## src/rtl/lru_age_pkg.sv

```systemverilog
package lru_age_pkg;
  // width of an index able to name every one of n items (at least one bit)
  function automatic int idx_bits(input int n);
    return (n < 2) ? 1 : $clog2(n);
  endfunction
endpackage

```

## src/rtl/lru_age_store.sv

```systemverilog
module lru_age_store #(
  parameter int WAYS  = 4,
  parameter int SETS  = 16,
  parameter int AGE_W = 2,
  parameter int SET_W = 4
) (
  input  logic                        clk,
  input  logic                        rst,
  input  logic [SET_W-1:0]            rd_a_set,
  output logic [WAYS-1:0][AGE_W-1:0]  rd_a_ages,
  input  logic [SET_W-1:0]            rd_b_set,
  output logic [WAYS-1:0][AGE_W-1:0]  rd_b_ages,
  input  logic                        wr_en,
  input  logic [SET_W-1:0]            wr_set,
  input  logic [WAYS-1:0][AGE_W-1:0]  wr_ages
);
  logic [WAYS-1:0][AGE_W-1:0] age_mem [SETS];

  always_ff @(posedge clk) begin
    if (rst) begin
      for (int s = 0; s < SETS; s++) begin
        for (int w = 0; w < WAYS; w++) begin
          age_mem[s][w] <= AGE_W'(w);
        end
      end
    end else if (wr_en) begin
      age_mem[wr_set] <= wr_ages;
    end
  end

  assign rd_a_ages = age_mem[rd_a_set];
  assign rd_b_ages = age_mem[rd_b_set];
endmodule

```

## src/rtl/lru_age_update.sv

```systemverilog
module lru_age_update #(
  parameter int WAYS  = 4,
  parameter int AGE_W = 2,
  parameter int IDX_W = 2
) (
  input  logic [WAYS-1:0][AGE_W-1:0] ages_i,
  input  logic [IDX_W-1:0]           way_i,
  output logic [WAYS-1:0][AGE_W-1:0] ages_o
);
  logic [AGE_W-1:0] ref_age;

  always_comb begin
    ref_age = ages_i[way_i];
    for (int w = 0; w < WAYS; w++) begin
      if (IDX_W'(w) == way_i) begin
        ages_o[w] = '0;
      end else if (ages_i[w] < ref_age) begin
        ages_o[w] = ages_i[w] + AGE_W'(1);
      end else begin
        ages_o[w] = ages_i[w];
      end
    end
  end
endmodule

```

## src/rtl/lru_victim_pick.sv

```systemverilog
module lru_victim_pick #(
  parameter int WAYS  = 4,
  parameter int AGE_W = 2,
  parameter int IDX_W = 2
) (
  input  logic [WAYS-1:0][AGE_W-1:0] ages_i,
  input  logic [WAYS-1:0]            valid_i,
  output logic [IDX_W-1:0]           way_o
);
  localparam logic [AGE_W-1:0] OLDEST = AGE_W'(WAYS - 1);

  logic             have_empty;
  logic [IDX_W-1:0] empty_way;
  logic [IDX_W-1:0] oldest_way;

  always_comb begin
    have_empty = 1'b0;
    empty_way  = '0;
    // scan downward so that the lowest empty way is the last one kept
    for (int w = WAYS - 1; w >= 0; w--) begin
      if (!valid_i[w]) begin
        have_empty = 1'b1;
        empty_way  = IDX_W'(w);
      end
    end
  end

  always_comb begin
    oldest_way = '0;
    for (int w = 0; w < WAYS; w++) begin
      if (ages_i[w] == OLDEST) oldest_way = IDX_W'(w);
    end
  end

  assign way_o = have_empty ? empty_way : oldest_way;
endmodule

```

## src/rtl/lru_age_picker.sv

```systemverilog
module lru_age_picker #(
  parameter int WAYS  = 4,
  parameter int SETS  = 16,
  parameter int IDX_W = lru_age_pkg::idx_bits(WAYS),
  parameter int SET_W = lru_age_pkg::idx_bits(SETS)
) (
  input  logic              clk,
  input  logic              rst,
  input  logic              touch_en,
  input  logic [SET_W-1:0]  touch_set,
  input  logic [IDX_W-1:0]  touch_way,
  input  logic              query_en,
  input  logic [SET_W-1:0]  query_set,
  input  logic [WAYS-1:0]   query_valid,
  output logic              vic_vld,
  output logic [IDX_W-1:0]  vic_way
);
  localparam int AGE_W = IDX_W;

  logic [WAYS-1:0][AGE_W-1:0] touch_ages;
  logic [WAYS-1:0][AGE_W-1:0] query_ages;
  logic [WAYS-1:0][AGE_W-1:0] next_ages;
  logic [IDX_W-1:0]           pick_way;

  lru_age_store #(
    .WAYS(WAYS), .SETS(SETS), .AGE_W(AGE_W), .SET_W(SET_W)
  ) u_store (
    .clk       (clk),
    .rst       (rst),
    .rd_a_set  (touch_set),
    .rd_a_ages (touch_ages),
    .rd_b_set  (query_set),
    .rd_b_ages (query_ages),
    .wr_en     (touch_en),
    .wr_set    (touch_set),
    .wr_ages   (next_ages)
  );

  lru_age_update #(
    .WAYS(WAYS), .AGE_W(AGE_W), .IDX_W(IDX_W)
  ) u_update (
    .ages_i (touch_ages),
    .way_i  (touch_way),
    .ages_o (next_ages)
  );

  lru_victim_pick #(
    .WAYS(WAYS), .AGE_W(AGE_W), .IDX_W(IDX_W)
  ) u_pick (
    .ages_i  (query_ages),
    .valid_i (query_valid),
    .way_o   (pick_way)
  );

  always_ff @(posedge clk) begin
    if (rst) begin
      vic_vld <= 1'b0;
      vic_way <= '0;
    end else begin
      vic_vld <= query_en;
      if (query_en) vic_way <= pick_way;
    end
  end
endmodule

```

## config.mk

```make
export PLATFORM = sky130hd
export DESIGN_NAME = lru_age_picker
export DESIGN_NICKNAME = d
export VERILOG_FILES = /design/src/rtl/lru_age_pkg.sv /design/src/rtl/lru_age_store.sv /design/src/rtl/lru_age_update.sv /design/src/rtl/lru_victim_pick.sv /design/src/rtl/lru_age_picker.sv
export SDC_FILE = /design/constraint.sdc
export NUM_CORES = 1
export LEC_CHECK = 0
export BUFFER_PORTS_ARGS = -buffer_cell sky130_fd_sc_hd__buf_2
export CAP_MARGIN = 40
export CORE_MARGIN = 3
export CORE_UTILIZATION = 44
export DETAILED_ROUTE_END_ITERATION = 8
export PLACE_DENSITY_LB_ADDON = 0.12
export SYNTH_ARGS = -nofsm -noshare
export SYNTH_HDL_FRONTEND = slang
export SYNTH_SLANG_ARGS = --single-unit
```

## constraint.sdc

```tcl
create_clock -name clk -period 5.25 [get_ports clk]
set_input_delay 0.7875 -clock clk [delete_from_list [all_inputs] [get_ports clk]]
set_output_delay 0.7875 -clock clk [all_outputs]
set_load 0.02 [all_outputs]
```

==> key figures, run 1 <==
GRT
  • Gr busiest metal: met2
  • Met3 Use GR: about 3.9%
  • GRT Overall Usage: 22.8%
  • Grt ovf: 0
  • M2 GR Usage: 36.7%
  • Vias in the first global route: about 4800
  • Grt met1 use: around a third
  • First-pass GRT wire length: between 20000 and 30000 um
  • Antenna violations before repair: 0
  • Largest net degree at the start of global routing: 37

Final layout
  • Fin nets: 600
  • Final Core Density: between 50% and 60%
  • # diodes: 0
  • Fill cells: between 1000 and 1500
  • Non-Filler Instances: between 800 and 900
  • Syn-to-layout area delta: 11.3%
  • Share of cells above drive strength 1: between 15 and 20%

Job
  • Max cap viols: 0

Timing
  • Fmax: around 0.23 GHz
  • Setup Skew: between 5 and 6 ps
  • Slew at the pin closest to its max-slew limit: about 900 ps
  • Setup TNS: 0 ps
  • Fin. Hold Viols: 0
  • Worst Hold Slack: just under 500 ps
  • Slew HR: 40.1%
  • Final Slew Violations: 0
  • RSZ-0062 raised after global routing: false
  • Final min period: between 4000 and 5000 ps
  • Final Cycle Share: a little over four fifths
  • Final setup viols: 0

Clock network
  • Clock Path Buffers: 2
  • Number of hold buffers added after cts: 0
  • Clk slew on worst S/H paths: about 50 ps
  • Setup Buffers After CTS: 0
  • Htree depth: 4
  • TritonCTS clock tree: done
  • Clk_lat worst skew: between 400 and 500 ps
  • Num CTS Buffers: 17
  • Root Driver: clkbuf_16
  • Clock Sinks: roughly 130
  • CTS resizes: 0

Die
  • Die width: approximately 130 um
  • Core area: around 0.015 mm^2
  • Die Footprint: about 0.017 mm^2
  • DIE HEIGHT: about 130 um
  • # rows: 45
  • Initial core utilization: between 40% and 50%
  • # IOs: 21

Power and ir drop
  • Overall power: 2.60 mW
  • Switching fraction of total power: between 20% and 30%
  • Peak VDD IR: 0.253 mV
  • Int Pwr: between 1.5 and 2 mW
  • Power per cell area: 336 mW/mm^2
  • Share of power burned in registers: 45.5%
  • Gate power share: 12.5%
  • Clk pwr share: a little over two fifths
  • Leak: 2.50 nW
  • P_sw: ~640 uW

Synthesis
  • Synth Area per Inst: 12.3 um^2
  • Synth warn: 0
  • Synth Net Count: between 500 and 600
  • Post-Synth Simple-Gate Area: 15.1%
  • Synth Area in XOR/XNOR: less than 1%
  • Sequential-to-total area share from yosys stat: between 50% and 60%
  • Complex-gate fraction of the synthesized area: 8.24%
  • Cell area after synthesis: around 0.0070 mm^2
  • Mux cell area share after synthesis: 16.4%
  • Most frequent cells after synthesis: edfxtp_1 (128), nor2_1 (69), nand2_1 (68)
  • Dominant cell by count in the synthesized netlist: edfxtp_1
  • Main combinational cell family by area after synthesis: multiplexers
  • Cells after Synth: 565
  • Most used DFF post-synth: edfxtp_1
  • Post-synth EDFFs: ~130
  • Synth cell types: 44
  • Asr flop ratio synth: 0%
  • Area share of the largest cell type after synthesis: a little under three fifths
  • Number of synthesized register bits: between 100 and 150
  • Post-Synth Adder-Cell Area: 0.719%
  • Synth top area cells: edfxtp_1 (55%), mux4_2 (13%), o21ai_0 (4.1%)
  • Area leader, netlist: edfxtp_1

Worst hold path
  • Hold Crit Class: register to register

Outcome
  • Status: completed

Setup path
  • Worst reg2reg setup slack: between 1000 and 1500 ps
  • Worst setup SP type: primary input
  • CP Cell Sequence: buf_2, buf_12, mux4_2, mux4_2, mux4_2, inv_1, ha_1, a211oi_1, a311o_1, o21ai_0
  • Worst EP arrival: 4570 ps
  • End of the critical path: u_store.age_mem[14][6]
  • Critical setup path kind: primary input to register
  • Crit. Startpoint: touch_set[0]
  • Most frequent CP cell: mux4_2
  • Slowest stage cell, crit path: a311o_1
  • Critical Path RT: about 5400 ps
  • Crit Path Max Fanout: 22
  • R2R Path Start: u_store.age_mem[12][5]
  • Reg-to-Reg End: u_store.age_mem[14][6]
  • Worst r2r path cells: 8
  • CP peak stage delay: 600 ps
  • Crit path capture type: register

Detailed routing
  • 1st-pass router iterations: 5
  • Total wire length: between 15000 and 20000 um
  • Routed WL per cell: between 20 and 25 um
  • DR vias/cell: 6.02
  • DRC viols: 0
  • DR vias: 4819
  • Detailed router's first-iteration violation count: about 510
  • Post-route ant nets: 0

Placement
  • Placed cell count: between 700 and 800
  • GP Congestion: 0.874
  • HPWL Detailed: between 10000 and 15000 um
  • Port Buffers: 20
## power by group through the flow
stage | clock network [mW] | registers [mW] | logic, mW
2_1_floorplan | 0 | 1.20 | 0.232
3_3_place_gp | 0 | 1.21 | 0.316
3_5_place_dp | 0 | 1.21 | 0.323
4_1_cts | 1.10 | 1.19 | 0.324
5_1_grt | 1.15 | 1.19 | 0.350
6_report | 1.09 | 1.19 | 0.325
## final cells by class
| cell class | count | area (um^2) | area share, % |
|---|---|---|---|
| Clock buffer | 21 | 440 | 5.69 |
| Clock inverter | 10 | 91.3 | 1.18 |
| Inverter | 4 | 15.0 | 0.194 |
| Multi-Input combinational cell | 395 | 2850 | 36.8 |
| Sequential cell | 131 | 3900 | 50.4 |
| Tap cell | 211 | 264 | 3.41 |
| Timing Repair Buffer | 29 | 180 | 2.33 |
## metrics by stage
stage / setup WS (ps) / area (um^2)
after floorplan: 911 / 6960
after global placement: 474 / 7200
after detailed placement: 381 / 7210
after CTS: 816 / 7740
after global routing: 578 / 7740
final: 824 / 7740
## flip-flops by register name, indices dropped and copies added (netlist names)
| signal | flops |
|---|---|
| vic_way | 2 |
| u_store.age_mem | 128 |
| vic_vld | 1 |
## how the worst min path moves through the flow
stage	start	end	slack [ps]	depth (start not counted)
floorplan	vic_way[1]	vic_way[1]	550	2
finish	vic_way[1]	vic_way[1]	480	2
detailed placement	vic_way[1]	vic_way[1]	470	2
global route	vic_way[1]	vic_way[1]	510	2
global placement	vic_way[1]	vic_way[1]	460	2
CTS	vic_way[1]	vic_way[1]	480	2
## metal layers
layer  wire length [um]  vias up
met4                452        0
met5                  0        -
met1               8350     2423
li1                   -     2170
met2               9370      198
met3               1210       28
## placed cells by master (no fill, tap or decap), drive strengths merged, types with 2 or more instances in the layout
cell	n
mux2i	25
xnor2	2
nor2	69
a311o	2
clkbuf	21
nand3b	2
buf	29
and2	4
dfxtp	3
a211oi	4
o21ai	69
a21boi	2
nand2	68
mux4	39
nand4b	2
and3b	2
a22oi	8
a21oi	3
edfxtp	128
nand3	26
nor3	23
a2111oi	2
inv	4
ha	4
nand2b	21
clkinv	8
bufinv	2
nor2b	8
## cells by family (layout without fill, tap and decap cells)
group           count (synthesis)  after routing
mux                            65             65
xor+xnor                        2              2
flops                         131            131
simple gates                  229            229
fa+ha+maj                       4              4
compound gates                 95             95
buf+inv                        39             64
## worst max-delay path, delay by kind of cell
family          cells  cell delay, ps
fa+ha+maj           1             260
compound gates      3            1210
mux                 3            1590
buf+inv             3             710
Note: power is estimated with default switching activity, not from simulation.
==> run 2, diff against run 1 <==
clock period = 4.4 ns   (was 5.25 ns; I/O delays follow)
==> key figures, run 2 (same netlist as run 1, synthesis figures left out) <==
Clock network
  • CTS resizes: 0 (unchanged)
  • Clk slew on worst S/H paths: 60 ps (about the same)
  • Clk_lat worst skew: 430 ps (about the same)
  • Clock Sinks: 131 (unchanged)
  • Setup Buffers After CTS: 0 (unchanged)
  • Clock Path Buffers: 2 (unchanged)
  • TritonCTS clock tree: done
  • Number of hold buffers added after cts: 0 (unchanged)
  • Num CTS Buffers: 17 (unchanged)
  • Root Driver: clkbuf_16
  • Htree depth: 4 (unchanged)

Die
  • Die width: 132 um (unchanged)
  • Initial core utilization: 45.4% (unchanged)
  • # rows: 45 (unchanged)
  • DIE HEIGHT: 132 um (unchanged)
  • Die Footprint: 0.0174 mm^2 (unchanged)
  • # IOs: 21 (unchanged)
  • Core area: 0.0153 mm^2 (unchanged)

Setup path
  • Crit path capture type: register
  • CP Cell Sequence: buf_2, buf_12, mux4_2, mux4_2, mux4_2, inv_1, buf_4, ha_1, o21ai_0, mux2i_1, a211oi_2, buf_4, nor2_1
  • Crit Path Max Fanout: 21 (-4.5%)
  • Critical Path RT: 4570 ps (-820 ps)
  • Worst setup SP type: primary input
  • Slowest stage cell, crit path: mux4_2
  • CP peak stage delay: 550 ps (-50 ps)
  • Critical setup path kind: primary input to register
  • Worst EP arrival: 3910 ps (-660 ps)
  • Most frequent CP cell: mux4_2

Final layout
  • Max FFs per register: 128 (unchanged)
  • Most frequent cells in the layout: edfxtp_1 (128), nor2_1 (69), nand2_1 (68)
  • Fin nets: 612 (+2.0%)
  • Syn-to-layout area delta: 13.7%
  • Non-Filler Instances: 813 (+1.5%)
  • Reg area: 0.00390 mm^2 (unchanged)
  • Share of cells above drive strength 1: 19.8% (+2.8 points)
  • Area occupied by multi-input gates: 0.00285 mm^2 (unchanged)
  • Top Registers: u_store.age_mem x128, vic_way x2, vic_vld x1
  • Most common cell after layout, fill and taps aside: edfxtp_1
  • Top reg by flops: u_store.age_mem
  • Design area: 0.00791 mm^2 (+2.2%)
  • # diodes: 0 (unchanged)
  • Fill cells: 1396 (+1.9%)

Detailed routing
  • Detailed router's first-iteration violation count: 515 (+1.8%)
  • DRC viols: 0 (unchanged)
  • DR vias/cell: 6.05 (+0.57%)
  • DR vias: 4919 (+2.1%)
  • 1st-pass router iterations: 5 (unchanged)
  • Total wire length: 19100 um (-1.7%)
  • Post-route ant nets: 0 (unchanged)
  • Routed WL per cell: 23.4 um (-3.2%)

GRT
  • Largest net degree at the start of global routing: 37 (unchanged)
  • Antenna violations before repair: 0 (unchanged)
  • First-pass GRT wire length: 29600 um (+0.54%)
  • GRT Overall Usage: 22.7% (-0.12 points)
  • Vias in the first global route: 4818 (+0.65%)
  • Grt ovf: 0 (unchanged)

Timing
  • Setup Skew: 12.5 ps (+7.14 ps)
  • Slew HR: 48.2% (+8.2 points)
  • Slew at the pin closest to its max-slew limit: 773 ps (-121 ps)
  • Fin. Hold Viols: 0 (unchanged)
  • RSZ-0062 raised after global routing: false
  • Fmax: 0.267 GHz
  • Worst Hold Slack: 474 ps (-6.07 ps)
  • Setup TNS: 0 ps (unchanged)
  • Final min period: around 3700 ps
  • Final Slew Violations: 0 (unchanged)
  • Final setup viols: 0 (unchanged)
  • Final Cycle Share: between 80% and 90%

Placement
  • Placed cell count: 782 (+1.6%)
  • GP Congestion: 0.889 (+1.8%)
  • Port Buffers: 20 (unchanged)
  • DP Area: 0.00737 mm^2 (+2.3%)
  • HPWL Detailed: 14300 um (+3.2%)

Power and ir drop
  • Power per cell area: 400 mW/mm^2 (+19%)
  • Peak VDD IR: 0.303 mV (+20%)
  • Leak: 2.59 nW (+3.4%)

Worst hold path
  • Hold Crit Class: register to register

Job
  • Max cap viols: 0 (unchanged)

Outcome
  • Status: completed
[run 2: per-layer routing]
layer | vias to the layer above | wire length (um) | global-route usage (%) | share of wire (%)
met5 | - | 0 | 0 | 0
met1 | 2438 | 8040 | 31.7 | 42
met4 | 0 | 416 | 8.98 | 2.2
met3 | 33 | 1740 | 5.99 | 9.1
li1 | 2188 | - | - | -
met2 | 260 | 8860 | 34.3 | 46
[run 2: worst paths after layout]
check             slack (ps)  cells past startpoint               endpoint              startpoint
hold reg to reg          470                      2             vic_way[1]              vic_way[1]
hold / removal           470                      2             vic_way[1]              vic_way[1]
setup / recovery         660                     13  u_store.age_mem[6][4]            touch_set[0]
setup reg to reg         880                     11  u_store.age_mem[6][4]  u_store.age_mem[15][1]
[run 2: critical path: cells and delay by family]
family / cells / cell delay (ps)
compound gates: 2 / 400
fa+ha+maj: 1 / 250
buf+inv: 5 / 840
mux: 4 / 1690
simple gates: 1 / 60
[run 2: cell type report]
type / instances / area share [%]
sequential: 131 / 49.3
multi-input combinational: 395 / 36.0
tap: 211 / 3.34
timing repair buffer: 41 / 4.36
clock buffer: 17 / 5.38
inverter: 4 / 0.190
clock inverter: 14 / 1.42
[run 2: metrics by stage]
stage | power [mW] | utilization (%) | setup slack (ps)
after global placement | 1.85 | 48.2 | 368
after CTS | 3.16 | 51.7 | 700
after detailed placement | 1.86 | 48.2 | 265
after floorplan | 1.71 | - | 189
final | 3.16 | 51.7 | 658
after global routing | 3.26 | 51.7 | 469
[run 2: report_power, final]
| group | total [mW] | switching, mW | leakage (nW) | internal (mW) |
|---|---|---|---|---|
| Clock | 1.32 | 0.557 | 0.256 | 0.768 |
| Combinational | 0.421 | 0.263 | 1.20 | 0.159 |
| Sequential | 1.42 | 0.0166 | 1.13 | 1.40 |
| Total | 3.16 | 0.836 | 2.59 | 2.33 |
==> run 3, diff against run 2 <==
CORE_UTILIZATION = 35   (was 44)
clock period = 4.8 ns   (was 4.4 ns; I/O delays follow)
==> key figures, run 3 (same netlist as run 1, synthesis figures left out) <==
Final layout
  • Syn-to-layout area delta: 12.6%
  • Non-Filler Instances: 854 (+5.0%)
  • Most common cell after layout, fill and taps aside: edfxtp_1
  • Share of cells above drive strength 1: 18.0% (-1.8 points)
  • # diodes: 0 (unchanged)
  • Top Registers: u_store.age_mem x128, vic_way x2, vic_vld x1
  • Max FFs per register: 128 (unchanged)
  • Final Core Density: 40.9% (-11 points)
  • Fin nets: 603 (-1.5%)
  • Fill cells: 1870 (+34%)
  • Top reg by flops: u_store.age_mem
  • Most frequent cells in the layout: edfxtp_1 (128), nor2_1 (69), nand2_1 (68)

Die
  • Die width: 147 um (+12%)
  • # rows: 50 (+11%)
  • Initial core utilization: 36.3% (-9.1 points)
  • Core area: 0.0191 mm^2 (+25%)
  • # IOs: 21 (unchanged)
  • Die Footprint: 0.0216 mm^2 (+24%)
  • DIE HEIGHT: 147 um (+12%)

Timing
  • Final Cycle Share: ~85%
  • Fmax: roughly 0.25 GHz
  • Final Slew Violations: 0 (unchanged)
  • RSZ-0062 raised after global routing: false
  • Slew at the pin closest to its max-slew limit: 818 ps (+45.8 ps)
  • Final setup viols: 0 (unchanged)
  • Setup Skew: 8.14 ps (-4.37 ps)
  • Setup TNS: 0 ps (unchanged)
  • Final WS setup: 724 ps (+65.7 ps)
  • Fin. Hold Viols: 0 (unchanged)
  • Slew HR: 45.4% (-2.8 points)
  • Final min period: roughly 4000 ps

GRT
  • GRT Overall Usage: 20.2% (-2.5 points)
  • First-pass GRT wire length: 31900 um (+7.8%)
  • Grt ovf: 0 (unchanged)
  • Vias in the first global route: 5097 (+5.8%)
  • Largest net degree at the start of global routing: 37 (unchanged)
  • Antenna violations before repair: 0 (unchanged)

Power and ir drop
  • Overall power: 2.86 mW (-9.6%)
  • Clk pwr share: 41.6% (-0.3 points)
  • Switching fraction of total power: 25.6% (-0.87 points)
  • Int Pwr: 2.13 mW (-8.5%)
  • Power per cell area: 365 mW/mm^2 (-8.7%)
  • Gate power share: 13.0% (-0.3 points)
  • Leak: 2.52 nW (-2.7%)
  • P_sw: 731 uW (-13%)
  • Peak VDD IR: 0.242 mV (-20%)
  • Share of power burned in registers: 45.3% (+0.5 points)

Detailed routing
  • DRC viols: 0 (unchanged)
  • DR vias: 4984 (+1.3%)
  • Total wire length: 21100 um (+11%)
  • Detailed router's first-iteration violation count: 582 (+13%)
  • Post-route ant nets: 0 (unchanged)
  • DR vias/cell: 5.84 (-3.5%)
  • Routed WL per cell: 24.8 um (+5.6%)
  • 1st-pass router iterations: 5 (unchanged)

Setup path
  • Critical setup path kind: primary input to register
  • Reg-to-Reg End: u_store.age_mem[0][7]
  • Crit Path Max Fanout: 27 (+29%)
  • Worst EP arrival: 4200 ps (+290 ps)
  • R2R Path Start: u_store.age_mem[13][5]
  • Worst reg2reg setup slack: 1140 ps (+260 ps)
  • Worst r2r path cells: 8 (-3)
  • Critical Path RT: 4930 ps (+360 ps)
  • Worst setup SP type: primary input
  • Crit path capture type: register

Clock network
  • Clk_lat worst skew: 430 ps (about the same)
  • Setup Buffers After CTS: 0 (unchanged)
  • Num CTS Buffers: 17 (unchanged)
  • Clock Sinks: 131 (unchanged)
  • CTS resizes: 0 (unchanged)
  • Clk slew on worst S/H paths: 60 ps (about the same)
  • TritonCTS clock tree: done
  • Htree depth: 4 (unchanged)
  • Clock Path Buffers: 2 (unchanged)
  • Number of hold buffers added after cts: 0 (unchanged)
  • Root Driver: clkbuf_16

Worst hold path
  • Hold Crit Class: register to register
  • Hold_sp: vic_way[1]
  • WHS Path Cells: 2 (unchanged)
  • WHS Endpoint: vic_way[1]

Outcome
  • Status: completed

Placement
  • GP Congestion: 0.939 (+5.6%)
  • HPWL Detailed: 15100 um (+5.3%)
  • Placed cell count: 822 (+5.1%)
  • Port Buffers: 20 (unchanged)
  • Pre-CTS setup slack: 281 ps (+16.4 ps)

Job
  • Max cap viols: 0 (unchanged)
-- run 3: changes by cell type in the layout (fill, tap and decap cells not counted) --
cell	delta
clkbuf_1	+8
buf_12	-5
buf_4	-4
clkinv_1	-4
inv_6	-3
clkbuf_8	+1
clkinv_2	+1
clkinv_4	-1
clkinvlp_4	-1
-- run 3: cell type report --
class                   count  area, um^2  share of cell area [%]
clock buffers              26         469                    5.99
clock inverters             6        60.1                   0.767
inverters                   4        15.0                   0.192
flip-flops and latches    131        3900                    49.8
repair buffers             32         215                    2.75
well taps                 260         325                    4.15
multi-input cells         395        2850                    36.3
-- run 3: how the worst max path moves through the flow --
stage | from | depth (start not counted) | slack, ps | endpoint
after floorplan | touch_set[0] | 12 | 530 | u_store.age_mem[1][2]
after global placement | touch_set[0] | 11 | 370 | u_store.age_mem[6][2]
after detailed placement | touch_set[0] | 10 | 280 | u_store.age_mem[0][7]
after CTS | touch_set[0] | 10 | 730 | u_store.age_mem[0][7]
after global routing | touch_set[0] | 10 | 550 | u_store.age_mem[0][7]
final | touch_set[1] | 9 | 720 | u_store.age_mem[0][7]
-- run 3: routing by layer --
metal  vias to the layer above  routed length [um]  GRT usage [%]  share of wire [%]
met2                       224                9900           31.4                 47
met4                         0                 400           6.06                1.9
li1                       2188                   -              -                  -
met5                         -                   0              0                  0
met3                        31                1560           5.06                7.4
met1                      2541                9290           28.1                 44
-- run 3: per-stage QoR --
| stage | cell area, um^2 | hold slack, ps |
|---|---|---|
| final | 7840 | 484 |
| after global routing | 7840 | 538 |
| after CTS | 7840 | 486 |
| after detailed placement | 7310 | 476 |
| after global placement | 7300 | 480 |
| after floorplan | 6960 | 546 |
-- run 3: critical path: stages --
cell	delay, ps
buf_2	570
mux4_2	480
mux4_2	560
mux4_2	480
inv_1	140
ha_1	260
a211oi_1	430
xnor2_2	340
o21ai_0	180
-- run 3: power groups by stage --
stage	clock network (mW)	registers, mW	logic, mW
after CTS	1.20	1.29	0.373
after global placement	0	1.32	0.368
after detailed placement	0	1.32	0.372
after floorplan	0	1.31	0.254
after global routing	1.25	1.30	0.402
final	1.19	1.30	0.373
